[config.mk]
export PLATFORM = sky130hd
export DESIGN_NAME = kbc_cmd_engine
export DESIGN_NICKNAME = d
export VERILOG_FILES = /design/src/rtl/kbc_cmd_engine.sv
export SDC_FILE = /design/constraint.sdc
export NUM_CORES = 1
export LEC_CHECK = 0
export ABC_AREA = 1
export BUFFER_PORTS_ARGS = -buffer_cell sky130_fd_sc_hd__buf_2
export CORE_ASPECT_RATIO = 0.7
export CORE_MARGIN = 5
export CORE_UTILIZATION = 34
export CTS_CLUSTER_DIAMETER = 40
export DETAILED_ROUTE_END_ITERATION = 8
export PLACE_DENSITY = 0.63
export SYNTH_ARGS = -nofsm -noshare
export SYNTH_HDL_FRONTEND = slang
export SYNTH_SLANG_ARGS = --single-unit
export TNS_END_PERCENT = 1
[constraint.sdc]
create_clock -name clk -period 2.89 [get_ports clk]
set_input_delay 0.578 -clock clk [delete_from_list [all_inputs] [get_ports clk]]
set_output_delay 0.578 -clock clk [all_outputs]
set_load 0.05 [all_outputs]
[src/rtl/kbc_cmd_engine.sv]
module kbc_cmd_engine #(
  parameter logic [7:0] MODE_INIT = 8'h03,
  parameter logic [7:0] STAT_INIT = 8'h18,
  parameter logic [7:0] OUTP_INIT = 8'h03
) (
  input  logic       clk,
  input  logic       rst_n,
  input  logic       wr_en,
  input  logic       addr,
  input  logic [7:0] wr_data,
  input  logic       kbd_avail,
  input  logic       aux_avail,
  output logic [7:0] status_o,
  output logic       kbd_q_push,
  output logic       aux_q_push,
  output logic [7:0] reply_data,
  output logic       kbd_tx_valid,
  output logic       aux_tx_valid,
  output logic [7:0] tx_data,
  output logic       sys_reset_req,
  output logic       a20_gate,
  output logic       xlate_en,
  output logic       irq_kbd,
  output logic       irq_aux
);
  logic [7:0] mode_q, stat_q, outp_q, pend_q;
  logic       any_full, aux_only;

  assign any_full = kbd_avail | aux_avail;
  assign aux_only = aux_avail & ~kbd_avail;
  assign status_o = {stat_q[7:6], aux_only, stat_q[4:1], any_full};
  assign a20_gate = outp_q[1];
  assign xlate_en = mode_q[6];
  assign irq_kbd  = kbd_avail & mode_q[0] & ~mode_q[4];
  assign irq_aux  = aux_only & mode_q[1];

  wire cmd_wr  = wr_en & addr;
  wire data_wr = wr_en & ~addr;
  wire [7:0] outp_rd = {outp_q[7:6], aux_only, any_full, outp_q[3:0]};

  always_ff @(posedge clk) begin
    if (!rst_n) begin
      mode_q        <= MODE_INIT;
      stat_q        <= STAT_INIT;
      outp_q        <= OUTP_INIT;
      pend_q        <= 8'h00;
      kbd_q_push    <= 1'b0;
      aux_q_push    <= 1'b0;
      reply_data    <= 8'h00;
      kbd_tx_valid  <= 1'b0;
      aux_tx_valid  <= 1'b0;
      tx_data       <= 8'h00;
      sys_reset_req <= 1'b0;
    end else begin
      kbd_q_push    <= 1'b0;
      aux_q_push    <= 1'b0;
      kbd_tx_valid  <= 1'b0;
      aux_tx_valid  <= 1'b0;
      sys_reset_req <= 1'b0;
      if (cmd_wr) begin
        if (wr_data[7:4] == 4'hF) begin
          sys_reset_req <= ~wr_data[0];
        end else begin
          case (wr_data)
            8'h20: begin kbd_q_push <= 1'b1; reply_data <= mode_q; end
            8'hD0: begin kbd_q_push <= 1'b1; reply_data <= outp_rd; end
            8'h60, 8'hD1, 8'hD2, 8'hD3, 8'hD4: pend_q <= wr_data;
            8'hA7: mode_q[5] <= 1'b1;
            8'hA8: mode_q[5] <= 1'b0;
            8'hAD: mode_q[4] <= 1'b1;
            8'hAE: mode_q[4] <= 1'b0;
            8'hAA: begin
              stat_q[2]  <= 1'b1;
              kbd_q_push <= 1'b1;
              reply_data <= 8'h55;
            end
            8'hA9, 8'hAB, 8'hC0: begin kbd_q_push <= 1'b1; reply_data <= 8'h00; end
            8'hDF: outp_q[1] <= 1'b1;
            8'hDD: outp_q[1] <= 1'b0;
            default: ;
          endcase
        end
      end else if (data_wr) begin
        pend_q <= 8'h00;
        case (pend_q)
          8'h60: mode_q <= wr_data;
          8'hD1: begin
            outp_q        <= wr_data;
            sys_reset_req <= ~wr_data[0];
          end
          8'hD2: begin kbd_q_push <= 1'b1; reply_data <= wr_data; end
          8'hD3: begin aux_q_push <= 1'b1; reply_data <= wr_data; end
          8'hD4: begin aux_tx_valid <= 1'b1; tx_data <= wr_data; end
          default: begin kbd_tx_valid <= 1'b1; tx_data <= wr_data; end
        endcase
      end
    end
  end
endmodule

* Yosys cells after proc, flatten, opt, wreduce, memory -nomap -nowiden
Index checks and enable logic that the tools add are counted.
Operators by class: muxes and demuxes 32, bitwise gates (word level) 16, equal/unequal tests 29, reduce and logical (&&, ||, !) cells 20
Operator list (number):
- 8-bit == test (second input constant) | 19
- 8-bit 2-to-1 mux | 8
- 8-bit case mux with 4 select lines | 1
- 8-bit by 7-bit == test with 1-bit output (second input constant) | 2
- 4-bit AND reduction | 4
- 3-bit AND reduction | 5
- 1-bit 2-to-1 mux | 14
- 6-bit 2-to-1 mux | 2
- 5-bit OR reduction | 2
- 3-bit by 1-bit inequality test with 1-bit output (second input constant) | 3
- 1-bit inverter | 9
- 8-bit by 6-bit == test with 1-bit output (second input constant) | 1
- 2-bit 2-to-1 mux | 4
- 2-bit nonzero test | 4
- 1-bit bitwise AND | 6
- 1-bit case mux with 2 select lines | 3
- 3-bit OR reduction | 2
- 6-bit OR reduction | 1
- 5-bit by 1-bit inequality test with 1-bit output (second input constant) | 1
- 4-bit == test (second input constant) | 1
- 4-bit OR reduction | 1
- 2-bit by 1-bit inequality test with 1-bit output (second input constant) | 1
- 2-bit inequality test (second input constant) | 1
- 2-bit OR reduction | 1
- 1-bit OR | 1
Storage, ports and cells: input port bits 14, output and inout bits 33, register bits after elaboration 46

* Depth between registers and ports, before layout
word-level depth 5, depth in mapped cells 11, gate-level depth less buffers 11

* Worst setup path before layout
OpenSTA, ideal clock, no wires.
kind input port to output port, start input port kbd_avail, end output port irq_kbd, cell stages on the path 2, path buffers 0, arrival 1.264 ns, path slack 1.048 ns, path through nand2_1 -> nor2_1
On the way: longest elaborated chain between the ends 2
RTL lines:
- start: declaration | line 11 | input logic kbd_avail,
- 1-bit bitwise AND (2 in series) | line 34 | assign irq_kbd = kbd_avail & mode_q[0] & ~mode_q[4];
- end: declaration | line 23 | output logic irq_kbd,
Every way passes these cells.

* Worst setup path after layout
start register pend_q[2], end register mode_q[4]
On the way: longest elaborated chain between the ends 3
RTL lines:
- start: declaration | line 26 | logic [7:0] mode_q, stat_q, outp_q, pend_q;
- start signal: assignment | line 67 | 8'h60, 8'hD1, 8'hD2, 8'hD3, 8'hD4: pend_q <= wr_data;
- 8-bit by 7-bit == test with 1-bit output | line 85 | case (pend_q)
- 2-bit nonzero test (no line)
- 4-bit AND reduction (no line)
- end signal: assignment | line 86 | 8'h60: mode_q <= wr_data;
- end: declaration | line 26
Every way passes these cells. A chain may end at the register's enable or synchronous reset.

==> flow_metrics.env <==
export IMPL_rows=25
export IMPL_synth_top_area_frac=0.3688
export IMPL_hold_viol=0
export IMPL_drv_cap=0
export IMPL_p_total_mw=1.379
export IMPL_drv_slew=0
export IMPL_layout_drive_gt1_share=0.2338
export IMPL_yosys_cell_count_top_type="nand2_1"
export IMPL_finClkSkew_ps=4.465
export IMPL_grt_max_degree=37
export IMPL_antenna_left=0
export IMPL_final_area_um2=2756
export IMPL_core_area_um2=6788
export IMPL_grt_pass1_vias=2027
export IMPL_cts_sinks=44
export IMPL_r2r_setup_slack_ps=1120
export IMPL_slew_headroom=0.6210
export IMPL_setup_viol=0
export IMPL_yosysUniqueCellTypes=32
export IMPL_hold_path_class="register to register"
export IMPL_dp_hpwl_um=4617
export IMPL_grt_pass1_wl_um=9942
export IMPL_run_status="complete, no violations"
export IMPL_cts_tree="built"
export IMPL_nNetsFinal=415
export IMPL_dieArea_um2=8828
export IMPL_cp_arrival_ps=1970
export IMPL_pin_count=47
export IMPL_p_clk_frac=0.342
export IMPL_p_comb_frac=0.191
export IMPL_layout_setup_ws_ps=1117
export IMPL_synth_edf_count=0
export IMPL_cp_start_kind="register"
export IMPL_ys_warnings_count=0
export IMPL_diodes=0
export IMPL_vias_per_cell=4.615
export IMPL_cts_setup_buffers=0
export IMPL_wl_per_cell_um=12.45
export IMPL_tightestPinTransition_ps=566.6
export IMPL_syn_avg_cell_area_um2=6.598
export IMPL_synth_ff_type="dfxtp_1"
export IMPL_die_w_um=110.2
export IMPL_place_inst=488
export IMPL_ys_top_cells_by_count="nand2_1 (106), nor2_1 (51), dfxtp_1 (44), inv_1 (35), o21ai_0 (17)"
export IMPL_mappedNetlistArea_um2=2389
export IMPL_worstPathMaxFanout=8
export IMPL_clock_latency_ps=300
export IMPL_dr_pass1_iters=4
export IMPL_yosysTopAreaCell="dfxtp_1"
export IMPL_cts_buffers=5
export IMPL_ctsHoldBuffers=0
export IMPL_worstPathRequired_ps=3090
export IMPL_gp_congestion=0.8777
export IMPL_fin_crit_ps=1773
export IMPL_die_h_um=80.13
export IMPL_syn2layout_area_growth_pct=15.40
export IMPL_power_leakage_nw=1.394
export IMPL_cts_root_buf="clkbuf_8"
export IMPL_p_sw_frac=0.3105
export IMPL_drt_iter0_drc=133
export IMPL_end_kind="register"
export IMPL_antenna_found_initial=0
export IMPL_p_int_mw=0.9509
export IMPL_wirelength_um=6174
export IMPL_placed_area_um2=2649
export IMPL_p_sw_mw=0.4283
export IMPL_hold_slack_ps=480.4
export IMPL_seq_area_frac_synth=0.3688
export IMPL_htreeDepth=2
export IMPL_path_clk_slew_ps=80
export IMPL_rsz0062_at_grt="no"
export IMPL_vdd_drop_max_mv=0.1844
export IMPL_nFillCells=764
export IMPL_syn_inst=362
export IMPL_stdcell_count=496
export IMPL_fin_crit_sh=0.6135
export IMPL_fmax_ghz=0.5640
export IMPL_p_per_area_nw_per_um2=500.3
export IMPL_ys_ff_latch=44
export IMPL_portBuffers=41
export IMPL_p_seq_frac=0.467
export IMPL_critPathKind="register to register"
export IMPL_track_usage=0.1441
export IMPL_synthTopCellsByArea="dfxtp_1 (37%), nand2_1 (17%), nor2_1 (8.0%), inv_1 (5.5%), o21ai_0 (3.6%)"
export IMPL_setup_tns_ps=0
export IMPL_preCtsSetupSlack_ps=959.2
export IMPL_start_util=0.3519
export IMPL_overflow=0
export IMPL_async_flop_share=0
export IMPL_clockBufferDepth=2
export IMPL_vias=2289
export IMPL_cts_resized_gates=0
export IMPL_drc=0
export IMPL_fin_util=0.4061
==> path summary, 6_finish.rpt <==
check	start	end	cells past startpoint
max	pend_q[2]	mode_q[4]	8
min	pend_q[3]	pend_q[3]	2
max reg2reg	pend_q[2]	mode_q[4]	8
min reg2reg	pend_q[3]	pend_q[3]	2
==> power groups by stage <==
stage	registers, mW	logic, mW	clock network [mW]
floorplan	0.707	0.157	0
global placement	0.659	0.261	0
detailed placement	0.659	0.263	0
CTS	0.645	0.264	0.486
global route	0.648	0.288	0.515
finish	0.645	0.263	0.471
==> cell type report <==
type	count	area, um2	area share
inverter	48	185.2	0.06718
multi-input combinational	259	1245	0.4517
clock inverter	2	35.03	0.01271
clock buffer	6	72.57	0.02633
sequential	44	880.8	0.3196
timing repair buffer	43	220.2	0.07989
tap	94	117.6	0.04267
==> cell families (layout without fill, tap and decap cells) <==
family | Yosys count | count (layout) | share of synthesized area
other | 2 | 5 | 0.003144
and+or+nand+nor | 204 | 204 | 0.3871
AOI/OAI and AO/OA | 50 | 50 | 0.1262
buffers and inverters | 62 | 99 | 0.1147
DFF | 44 | 44 | 0.3688
==> state kept, by name (all words and copies together) (netlist names) <==
name and cells:
mode_q 8, aux_q_push 1, stat_q 1, aux_tx_valid 1
pend_q 8, outp_q 6, kbd_tx_valid 1, reply_data 8
tx_data 8, kbd_q_push 1, sys_reset_req 1
==> layer usage <==
layer,vias up,global-route usage,part of all wire
met4,0,0.04551,0.013
met3,7,0.03855,0.070
met2,58,0.2119,0.43
met1,1023,0.2035,0.49
met5,-,0,0
li1,1201,-,-
==> worst max-delay path, stage by stage, from the launching register on <==
cell and delay (ps):
dfxtp_1 350, nor2_2 180, inv_2 80, nor2_1 180, nand4_2 280, o21ai_1 320
o211ai_1 160, nand2_1 90, nor2_1 40
==> placed cells by master (no fill, tap or decap), drive strengths merged <==
master and n:
buf 43, nand3 15, a31oi 1, conb 5, clkbuf 6, bufinv 1
a21oi 22, nor2 59, clkinv 1, o21ai 19, nand4 5, and3 1
nand2 116, nor4 2, dfxtp 44, nor3 6, o211ai 6, a211oi 1
inv 48, o31ai 1
No activity file was read; power rests on OpenSTA's default activity.
